--- src/rtl/kbd_scan_pkg.sv ---
package kbd_scan_pkg;
  typedef enum logic [0:0] {
    ST_IDLE = 1'b0,
    ST_SCAN = 1'b1
  } scan_state_e;
endpackage

--- src/rtl/kbd_prio_enc.sv ---
// Lowest set bit index finder.
module kbd_prio_enc #(
  parameter int W  = 8,
  localparam int IW = (W > 1) ? $clog2(W) : 1
) (
  input  logic [W-1:0]  vec_i,
  output logic [IW-1:0] idx_o,
  output logic          any_o
);
  always_comb begin
    idx_o = '0;
    for (int i = W - 1; i >= 0; i--) begin
      if (vec_i[i]) idx_o = IW'(i);
    end
  end
  assign any_o = |vec_i;
endmodule

--- src/rtl/kbd_settle_cnt.sv ---
module kbd_settle_cnt #(
  parameter int CNT_W = 8
) (
  input  logic             clk_i,
  input  logic             rst_ni,
  input  logic             load_i,
  input  logic [CNT_W-1:0] load_val_i,
  output logic             zero_o
);
  logic [CNT_W-1:0] cnt_q;

  always_ff @(posedge clk_i or negedge rst_ni) begin
    if (!rst_ni)            cnt_q <= '0;
    else if (load_i)        cnt_q <= load_val_i;
    else if (cnt_q != '0)   cnt_q <= cnt_q - 1'b1;
  end

  assign zero_o = (cnt_q == '0);
endmodule

--- src/rtl/kbd_scan.sv ---
module kbd_scan
  import kbd_scan_pkg::*;
#(
  parameter int ROWS  = 8,
  parameter int COLS  = 8,
  parameter int CNT_W = 8,
  localparam int RW = $clog2(ROWS),
  localparam int CW = $clog2(COLS),
  localparam int KW = RW + CW
) (
  input  logic             clk_i,
  input  logic             rst_ni,
  input  logic             start_i,
  input  logic [CNT_W-1:0] settle_i,
  input  logic [COLS-1:0]  col_i,
  output logic [ROWS-1:0]  strobe_oe_o,
  output logic [KW-1:0]    key_code_o,
  output logic             key_valid_o,
  output logic             no_key_o
);
  scan_state_e     state_q;
  logic [ROWS-1:0] strobe_q;
  logic [KW-1:0]   code_q;
  logic            valid_q, nokey_q;
  logic            settled, col_hit, last_row, cnt_load;
  logic [RW-1:0]   row_idx;
  logic [CW-1:0]   col_idx;
  logic            row_any;

  assign last_row = strobe_q[ROWS-1];
  assign cnt_load = ((state_q == ST_IDLE) && start_i) ||
                    ((state_q == ST_SCAN) && settled && !col_hit && !last_row);

  kbd_settle_cnt #(.CNT_W(CNT_W)) u_settle (
    .clk_i      (clk_i),
    .rst_ni     (rst_ni),
    .load_i     (cnt_load),
    .load_val_i (settle_i),
    .zero_o     (settled)
  );

  // low column -> connected key
  kbd_prio_enc #(.W(COLS)) u_col_enc (
    .vec_i (~col_i),
    .idx_o (col_idx),
    .any_o (col_hit)
  );

  kbd_prio_enc #(.W(ROWS)) u_row_enc (
    .vec_i (strobe_q),
    .idx_o (row_idx),
    .any_o (row_any)
  );

  always_ff @(posedge clk_i or negedge rst_ni) begin
    if (!rst_ni) begin
      state_q  <= ST_IDLE;
      strobe_q <= '0;
      code_q   <= '0;
      valid_q  <= 1'b0;
      nokey_q  <= 1'b0;
    end else begin
      valid_q <= 1'b0;
      nokey_q <= 1'b0;
      unique case (state_q)
        ST_IDLE: begin
          if (start_i) begin
            strobe_q <= ROWS'(1);
            state_q  <= ST_SCAN;
          end
        end
        ST_SCAN: begin
          if (settled) begin
            if (col_hit && row_any) begin
              code_q   <= {row_idx, col_idx};
              valid_q  <= 1'b1;
              strobe_q <= '0;
              state_q  <= ST_IDLE;
            end else if (last_row) begin
              nokey_q  <= 1'b1;
              strobe_q <= '0;
              state_q  <= ST_IDLE;
            end else begin
              strobe_q <= strobe_q << 1;
            end
          end
        end
        default: state_q <= ST_IDLE;
      endcase
    end
  end

  assign strobe_oe_o = strobe_q;
  assign key_code_o  = code_q;
  assign key_valid_o = valid_q;
  assign no_key_o    = nokey_q;
endmodule

--- config.mk ---
export PLATFORM = sky130hd
export DESIGN_NAME = kbd_scan
export DESIGN_NICKNAME = d
export VERILOG_FILES = /design/src/rtl/kbd_scan_pkg.sv /design/src/rtl/kbd_prio_enc.sv /design/src/rtl/kbd_settle_cnt.sv /design/src/rtl/kbd_scan.sv
export SDC_FILE = /design/constraint.sdc
export NUM_CORES = 1
export LEC_CHECK = 0
export BUFFER_PORTS_ARGS = -buffer_cell sky130_fd_sc_hd__buf_2
export CORE_UTILIZATION = 40
export DETAILED_ROUTE_END_ITERATION = 10
export GPL_TIMING_DRIVEN = 0
export PLACE_DENSITY_LB_ADDON = 0.25
export SLEW_MARGIN = 20
export SYNTH_ARGS = -nofsm -noshare
export SYNTH_HDL_FRONTEND = slang
export SYNTH_HIERARCHICAL = 1
export SYNTH_SLANG_ARGS = --single-unit
--- constraint.sdc ---
create_clock -name clk_i -period 4.5 [get_ports clk_i]
set_input_delay 1.125 -clock clk_i [delete_from_list [all_inputs] [get_ports clk_i]]
set_output_delay 1.125 -clock clk_i [all_outputs]
set_load 0.005 [all_outputs]
==> results of run 1 <==
## sequential cells by signal (all words and copies together) (netlist names)
register and flops:
key_code_o 6, key_valid_o 1, no_key_o 1, state_q 1, strobe_oe_o 8, u_settle/cnt_q 8
## area by class of cell
| cell class | count | area (µm²) |
|---|---|---|
| Tap cell | 44 | 55.1 |
| Clock buffer | 4 | 26.3 |
| Timing Repair Buffer | 34 | 170 |
| Buffer | 4 | 30.0 |
| Sequential cell | 25 | 626 |
| Multi-Input combinational cell | 89 | 638 |
| Fill cell | 319 | 1520 |
| Inverter | 16 | 60.1 |
## where the power goes
part           switching, W  internal (W)
clock network     0.0000581     0.0000345
logic              0.000127      0.000112
registers         0.0000657      0.000279
## cell families after synthesis
| family | share of synthesized area |
|---|---|
| and+or+nand+nor | 0.190 |
| DFF | 0.462 |
| muxes | 0.0601 |
| adders and majority gates | 0.00924 |
| AOI/OAI and AO/OA | 0.205 |
| xor gates and xnor gates | 0.00647 |
| buffers and inverters | 0.0665 |
## how the worst min path moves through the flow
| stage | start | endpoint | slack (ns) | depth (start not counted) |
|---|---|---|---|---|
| after floorplan | key_code_o[0] | key_code_o[0] | 0.50 | 1 |
| after global placement | key_code_o[2] | key_code_o[2] | 0.49 | 1 |
| after detailed placement | key_code_o[1] | key_code_o[1] | 0.49 | 1 |
| after CTS | key_code_o[1] | key_code_o[1] | 0.52 | 1 |
| after global routing | key_code_o[0] | key_code_o[0] | 0.54 | 1 |
| final | key_code_o[1] | key_code_o[1] | 0.52 | 1 |
## stage by stage
stage	std cells	total power [W]	utilization
floorplan	134	0.000509	-
global placement	212	0.000574	0.505
detailed placement	212	0.000589	0.505
CTS	216	0.000684	0.513
global route	216	0.000731	0.513
finish	216	0.000676	0.513
## worst max-delay path, delay by kind of cell, from the launching register on
family          cells  cell delay, ns
compound gates      3            0.64
fa+ha+maj           1            0.22
buf+inv             3            0.71
flops               1            0.44
simple gates        3            1.03
## routing by layer
| layer | wire (µm) | track usage | share of wire | vias up |
|---|---|---|---|---|
| met5 | 0 | 0 | 0 | - |
| met2 | 1360 | 0.300 | 0.49 | 27 |
| met1 | 1300 | 0.227 | 0.47 | 562 |
| li1 | - | - | - | 577 |
| met3 | 112 | 0.0303 | 0.040 | 0 |
| met4 | 0 | 0.0465 | 0 | 0 |
## cell usage in the layout, fill, tap and decap left out, drive strengths merged
cell         count
a21boi           3
a21oi            6
a221oi           1
a2bb2oi          1
a31oi            1
a32o             7
and3b            3
and4             1
buf             35
clkbuf           6
dfrtp           25
dlygate4sd1      1
ha               1
inv             16
mux2             6
mux2i            1
nand2            7
nand3            4
nand4            2
nor2            12
nor2b            2
nor3             3
nor3b            1
nor4             4
o21ai            4
o21bai           2
o22a             1
o22ai            2
o311ai           1
o31a             1
o31ai            3
o32ai            1
o41ai            3
or3              1
or3b             1
or4              2
xnor2            1
==> metrics.cfg, run 1 <==
[clock_tree]
h-tree-depth=1
insertion_delay_ns=0.30
cts_hold_buf=0
cts_tree=built
cts_sinks=25
cts_resized=0
clock_path_buffers=2
cts_buffers=3
path_clk_slew_ns=0.12
root_buffer=clkbuf_4
post-cts-setup-buffers=0

[timing]
fin_skew_ns=0.00291
slew_violations=0
post-route-min-period_ns=3.11
final_hold_viol_count=0
post-route-worst-setup-slack_ns=1.39
setup_viol=0
worst_hold_slack_ns=0.518
rsz0062_at_grt=no
tns_ns=0
worst_pin_slew_ns=0.652
slew_headroom=0.564
finalCritPeriodShare=0.692
max_freq_mhz=321

[place]
dpl.hpwl_mm=2.15
place_area_um2=1580
finalWeightedCongestion=0.754
io_buffer_count=34
post-place-ws_ns=1.38

[drt]
num_vias=1166
viasPerCell=5.40
drtAntennaViolNets=0
drtIter0Drc=21
firstDrtPassIters=4
drc=0
routed_wl_mm=2.77
wl_per_cell_um=12.8

[critical_path]
path_class=register to register
crit_path_start=u_settle/cnt_q[0]
rr_startpoint=u_settle/cnt_q[0]
rr_endpoint=u_settle/cnt_q[4]
worstSetupStartpointType=register
required_ns=4.73
cp-end-kind=register
reg2reg_depth=10
crit_slowest_cell=nor2_1
crit_path_cell_trace=inv_1 -> ha_1 -> or3b_1 -> clkbuf_2 -> nor2_1 -> nand2_1 -> o32ai_1 -> dlygate4sd1_1 -> a21oi_1 -> a2bb2oi_1
crit_end=u_settle/cnt_q[4]
critPathMaxFanout=10
rrSetupSlack_ns=1.39
cp.arrival_ns=3.34
crit_path_max_incr_delay_ns=0.53

[final_layout]
syn_to_final_growth_pct=18.6
layout-drive-gt1-share=0.297
final_nets=193
finalInstanceArea_um2=1610
antenna_cells=0

[synthesis]
synthArstFlopShare=1.00
synthTopCellsByArea=dfrtp_1 46%, a32o_1 5.2%, mux2_2 5.0%, inv_1 4.4%, nor2_1 3.3%
ys_types=39
yosys_warnings=6
ys_ff_latch=25
syn_nets=154
netlist_area_um2=1350
synth_edf_count=0
yosysMostFrequentCell=dfrtp_1
synth_top_area_cell=dfrtp_1
ys_top_cells_by_count=25 x dfrtp_1, 16 x inv_1, 12 x nor2_1
synth_area_per_cell_um2=10.1
yosysTopAreaCellShare=0.462
syn_inst=134
ys_seq_area_frac=0.462
synth_ff_type=dfrtp_1

[die]
die_h_um=60.2
rows=20
ios=35
initial_core_util=0.433
fp.dieW_um=60.2
core_region_area_um2=3130
dieArea_um2=3620

[job]
drv_cap=0

[run_status]
status=finished clean

[global_routing]
grt_remaining_overflow=0
antenna_found_initial=0
grt_pass1_wl_mm=4.83
grt_pass1_vias=1124
grt_max_degree=26
globalRouteTotalUtil=0.175

[pwr]
power_density_nw_per_um2=421
p_leak_nw=0.798
ir_worst_vdd_mv=0.173

[hold_path]
hp-class=register to register

Note: power is estimated with default switching activity, not from simulation.
==> inputs of run 2 (changes only) <==
==> constraint.sdc (replaced) <==
create_clock -name clk_i -period 3.1 [get_ports clk_i]
set_input_delay 0.775 -clock clk_i [delete_from_list [all_inputs] [get_ports clk_i]]
set_output_delay 0.775 -clock clk_i [all_outputs]
set_load 0.005 [all_outputs]
==> run 2 against run 1 <==
Net effect:
- clock skew is essentially flat
- via count hardly changed
- sequential cell count unchanged
- combinational power is 49% higher
- die area is the same
- cell area increased by 0.94%
- final cell count unchanged
- non-clock buffer count stayed put
- setup slack got worse by 1.0 ns
- register-to-register slack worse by 1.0 ns
- sequential power rose by 45%
- largest power group unchanged
- highest routed layer unchanged
==> metrics.cfg, run 2 (synthesis gave the netlist of run 1 again) <==
[run_status]
status=finished clean

[die]
die_h_um=60.2  ; unchanged
core_region_area_um2=3130  ; unchanged
rows=20  ; unchanged
fp.dieW_um=60.2  ; unchanged
dieArea_um2=3620  ; unchanged
initial_core_util=0.433  ; unchanged
ios=35  ; unchanged

[timing]
post-route-min-period_ns=2.71  ; -0.399 ns
final_hold_viol_count=0  ; unchanged
post-route-worst-setup-slack_ns=0.386  ; -1.00 ns
max_freq_mhz=368  ; +15%
slew_headroom=0.624  ; +0.0597
setup_viol=0  ; unchanged
fin_skew_ns=0.00303  ; +0.000124 ns
slew_violations=0  ; unchanged
worst_pin_slew_ns=0.559  ; -0.0924 ns
rsz0062_at_grt=no
finalCritPeriodShare=0.876  ; +0.184
tns_ns=0  ; unchanged

[place]
io_buffer_count=34  ; unchanged
dpl.hpwl_mm=2.15  ; unchanged
finalWeightedCongestion=0.754  ; unchanged
post-place-ws_ns=-0.0150  ; -1.40 ns
place_area_um2=1580  ; unchanged

[drt]
drtAntennaViolNets=0  ; unchanged
firstDrtPassIters=4  ; unchanged
routed_wl_mm=2.80  ; +1.2%
drtIter0Drc=17  ; -19%
wl_per_cell_um=13.0  ; +1.2%
drc=0  ; unchanged
num_vias=1167  ; +0.086%
viasPerCell=5.40  ; about the same

[job]
drv_cap=0  ; unchanged

[clock_tree]
clock_path_buffers=2  ; unchanged
cts_tree=built
cts_hold_buf=0  ; unchanged
cts_sinks=25  ; unchanged
root_buffer=clkbuf_4
insertion_delay_ns=0.30  ; about the same
cts_buffers=3  ; unchanged
h-tree-depth=1  ; unchanged
path_clk_slew_ns=0.12  ; about the same

[global_routing]
grt_remaining_overflow=0  ; unchanged
grt_pass1_wl_mm=4.83  ; unchanged
antenna_found_initial=0  ; unchanged
grt_max_degree=26  ; unchanged
globalRouteTotalUtil=0.175  ; unchanged
grt_pass1_vias=1124  ; unchanged

[final_layout]
antenna_cells=0  ; unchanged
layout-drive-gt1-share=0.308  ; +0.0116
finalInstanceArea_um2=1620  ; +0.94%
layout_common_cells=34 x buf_2, 25 x dfrtp_1, 16 x inv_1
utilization=0.518  ; +0.00480
syn_to_final_growth_pct=19.7
final_nets=193  ; unchanged
final_common_cell=buf_2

[critical_path]
required_ns=3.33  ; -1.40 ns
path_class=register to register
cp-end-kind=register
critPathMaxFanout=10  ; unchanged
cp.arrival_ns=2.94  ; -0.40 ns
worstSetupStartpointType=register

[hold_path]
hp-class=primary input to asynchronous set/reset pin

[pwr]
power_density_nw_per_um2=610  ; +45%
finalPower_w=0.000989  ; +46%
p_leak_nw=0.800  ; +0.22%
ir_worst_vdd_mv=0.252  ; +46%

run 2: cell counts in the layout (fill, tap and decap cells not counted):
Identical to the previous run, type by type.
run 2: routing by layer:
metal,GRT usage,vias up,routed length (µm)
li1,-,578,-
met1,0.227,562,1310
met2,0.300,27,1390
met3,0.0303,0,108
met4,0.0465,0,0
met5,0,-,0
run 2: repair_timing:
item | in CTS | in global routing
gates cloned | 0 | 0
resized for setup | 1 | 2
setup buffers | 0 | 0
setup endpoints to repair | 3 | 7
run 2: per-stage QoR:
stage / hold slack (ns) / cells
floorplan: 0.479 / 134
global placement: 0.486 / 212
detailed placement: 0.493 / 212
CTS: 0.447 / 216
global route: 0.459 / 216
finish: 0.443 / 216
run 2: cell type report:
type	count	area, µm²
fill	318	1510
multi-input combinational	89	653
sequential	25	626
timing repair buffer	34	170
inverter	16	60.1
tap	44	55.1
buffer	4	30.0
clock buffer	4	26.3
run 2: path summary, 6_finish.rpt:
kind | from | endpoint | slack (ns) | depth (start not counted)
max | u_settle/cnt_q[0] | u_settle/cnt_q[4] | 0.39 | 10
min in group clk_i | key_code_o[1] | key_code_o[1] | 0.52 | 1
min | rst_ni | u_settle/cnt_q[4] | 0.44 | 1
min reg2reg | key_code_o[1] | key_code_o[1] | 0.52 | 1
max in group asynchronous | rst_ni | u_settle/cnt_q[3] | 2.30 | 1
max reg2reg | u_settle/cnt_q[0] | u_settle/cnt_q[4] | 0.39 | 10
run 2: power breakdown:
| part | internal [W] | switching, W | leakage, nW |
|---|---|---|---|
| logic | 0.000163 | 0.000191 | 0.462 |
| clock network | 0.0000501 | 0.0000844 | 0.0150 |
| registers | 0.000405 | 0.0000957 | 0.323 |
run 2: worst max-delay path: stages (launching register included):
cell and delay, ns:
dfrtp_1 0.44, inv_1 0.09, ha_1 0.21, or3b_1 0.35
clkbuf_2 0.18, nor2_4 0.25, nand2_1 0.13, o32ai_2 0.31
dlygate4sd1_1 0.45, a21oi_1 0.07, a2bb2oi_1 0.15
==> inputs of run 3 (changes only) <==
--- a/config.mk
+++ b/config.mk
@@ -6,7 +6,7 @@
 export NUM_CORES = 1
 export LEC_CHECK = 0
 export BUFFER_PORTS_ARGS = -buffer_cell sky130_fd_sc_hd__buf_2
-export CORE_UTILIZATION = 40
+export CORE_UTILIZATION = 52
 export DETAILED_ROUTE_END_ITERATION = 10
 export GPL_TIMING_DRIVEN = 0
 export PLACE_DENSITY_LB_ADDON = 0.25
==> run 3 against run 2 <==
Net effect:
- fmax is 0.77% lower
- die area decreased by 22%
- clock power up 8%
- critical path type unchanged
- highest routed layer is now met4
==> metrics.cfg, run 3 (synthesis gave the netlist of run 1 again) <==
[run_status]
status=finished clean

[timing]
max_freq_mhz=366  ; -0.77%
slew_headroom=0.640  ; +0.0163
post-route-worst-setup-slack_ns=0.365  ; -0.0212 ns
finalCritPeriodShare=0.882  ; +0.00683
rsz0062_at_grt=no
worst_pin_slew_ns=0.540  ; -0.0193 ns
fin_skew_ns=0.00515  ; +0.00212 ns
final_hold_viol_count=0  ; unchanged
setup_viol=0  ; unchanged
post-route-min-period_ns=2.74  ; +0.0212 ns
slew_violations=0  ; unchanged

[clock_tree]
cts_tree=built
insertion_delay_ns=0.32  ; +0.02 ns
root_buffer=clkbuf_4
cts_hold_buf=0  ; unchanged
cts_buffers=3  ; unchanged
clock_path_buffers=2  ; unchanged
path_clk_slew_ns=0.14  ; +0.02 ns
cts_sinks=25  ; unchanged
h-tree-depth=1  ; unchanged

[final_layout]
layout_common_cells=34 x buf_2, 25 x dfrtp_1, 16 x inv_1
fillers=220  ; -31%
syn_to_final_growth_pct=18.5
final_common_cell=buf_2
seq_area_um2=626  ; unchanged
antenna_cells=0  ; unchanged
layout-drive-gt1-share=0.314  ; +0.00581
instances_no_fill=202  ; -6.5%
final_nets=193  ; unchanged
multi_input_area_um2=653  ; unchanged

[pwr]
power_density_nw_per_um2=624  ; +2.3%
ir_worst_vdd_mv=0.529  ; +110%
p_leak_nw=0.803  ; +0.34%

[critical_path]
path_class=register to register
worstSetupStartpointType=register
cp.arrival_ns=2.99  ; +0.05 ns
cp-end-kind=register
rrSetupSlack_ns=0.36  ; -0.02 ns
rr_endpoint=u_settle/cnt_q[4]
rr_startpoint=u_settle/cnt_q[0]
reg2reg_depth=10  ; unchanged
critPathMaxFanout=10  ; unchanged
required_ns=3.35  ; +0.02 ns

[die]
initial_core_util=0.546  ; +0.114
ios=35  ; unchanged
die_h_um=53.0  ; -12%
rows=18  ; -10%
dieArea_um2=2810  ; -22%
fp.dieW_um=53.0  ; -12%
core_region_area_um2=2480  ; -21%

[drt]
num_vias=1198  ; +2.7%
routed_wl_mm=2.83  ; +0.82%
viasPerCell=5.93  ; +9.8%
drc=0  ; unchanged
drtAntennaViolNets=0  ; unchanged
firstDrtPassIters=4  ; unchanged
wl_per_cell_um=14.0  ; +7.8%
drtIter0Drc=21  ; +4

[place]
finalWeightedCongestion=0.810  ; +7.5%
post-place-ws_ns=-0.0476  ; -0.0326 ns
dpl.hpwl_mm=2.08  ; -3.2%
dp.cells=198  ; -6.6%
io_buffer_count=34  ; unchanged

[global_routing]
grt_remaining_overflow=0  ; unchanged
grtUsageMet3=0.0287  ; -0.00157
grt_util_met1=0.263  ; +0.0364
antenna_found_initial=0  ; unchanged
busiest_layer=met2
grt_pass1_wl_mm=4.72  ; -2.3%
globalRouteTotalUtil=0.231  ; +0.0553
grt.met2_usage=0.422  ; +0.122
grt_pass1_vias=1142  ; +1.6%
grt_max_degree=26  ; unchanged

[job]
drv_cap=0  ; unchanged

[hold_path]
hp-class=primary input to asynchronous set/reset pin

run 3: worst max-delay path, cell delays in order (launching register included):
cell and delay, ns:
dfrtp_1 0.44, inv_1 0.10, ha_1 0.22, or3b_1 0.36
clkbuf_2 0.18, nor2_4 0.26, nand2_1 0.13, o32ai_2 0.32
dlygate4sd1_1 0.44, a21oi_1 0.08, a2bb2oi_1 0.14
run 3: area by class of cell:
type | count | share of cell area
Buffer | 4 | 0.0187
Clock buffer | 3 | 0.0140
Clock inverter | 1 | 0.00312
Inverter | 16 | 0.0374
Multi-Input combinational cell | 89 | 0.407
Sequential cell | 25 | 0.390
Tap cell | 30 | 0.0234
Timing Repair Buffer | 34 | 0.106
run 3: through the flow:
stage | hold slack [ns] | utilization | area [µm²] | setup TNS [ns] | total power [W]
final | 0.418 | 0.647 | 1600 | 0 | 0.00100
after global routing | 0.457 | 0.647 | 1600 | 0 | 0.00108
after CTS | 0.429 | 0.642 | 1590 | 0 | 0.00100
after detailed placement | 0.493 | 0.630 | 1560 | -0.118 | 0.000853
after global placement | 0.484 | 0.630 | 1560 | 0 | 0.000828
after floorplan | 0.479 | - | 1350 | 0 | 0.000739
run 3: how the worst max path moves through the flow:
stage                           start                 to  slack [ns]  depth (start not counted)
floorplan           u_settle/cnt_q[0]  u_settle/cnt_q[4]        0.44                         10
global placement    u_settle/cnt_q[0]  u_settle/cnt_q[4]        0.05                         10
detailed placement  u_settle/cnt_q[0]  u_settle/cnt_q[4]       -0.05                         10
CTS                 u_settle/cnt_q[0]  u_settle/cnt_q[4]         0.1                         10
global route        u_settle/cnt_q[0]  u_settle/cnt_q[4]        0.09                         10
finish              u_settle/cnt_q[0]  u_settle/cnt_q[4]        0.36                         10
run 3: repair_timing:
item / in CTS / in global routing
endpoints found under the setup margin: 6 / 7
setup buffers: 0 / 0
gates resized for setup: 1 / 2
run 3: metal layers:
metal  up-vias  wire (µm)
li1        574          -
met1       592       1190
met2        28       1500
met3         4        101
met4         0         36
met5         -          0
run 3: power breakdown:
part / internal, W / switching [W]
Clock: 0.0000483 / 0.0000969
Sequential: 0.000405 / 0.0000980
Combinational: 0.000164 / 0.000189
Total: 0.000618 / 0.000384
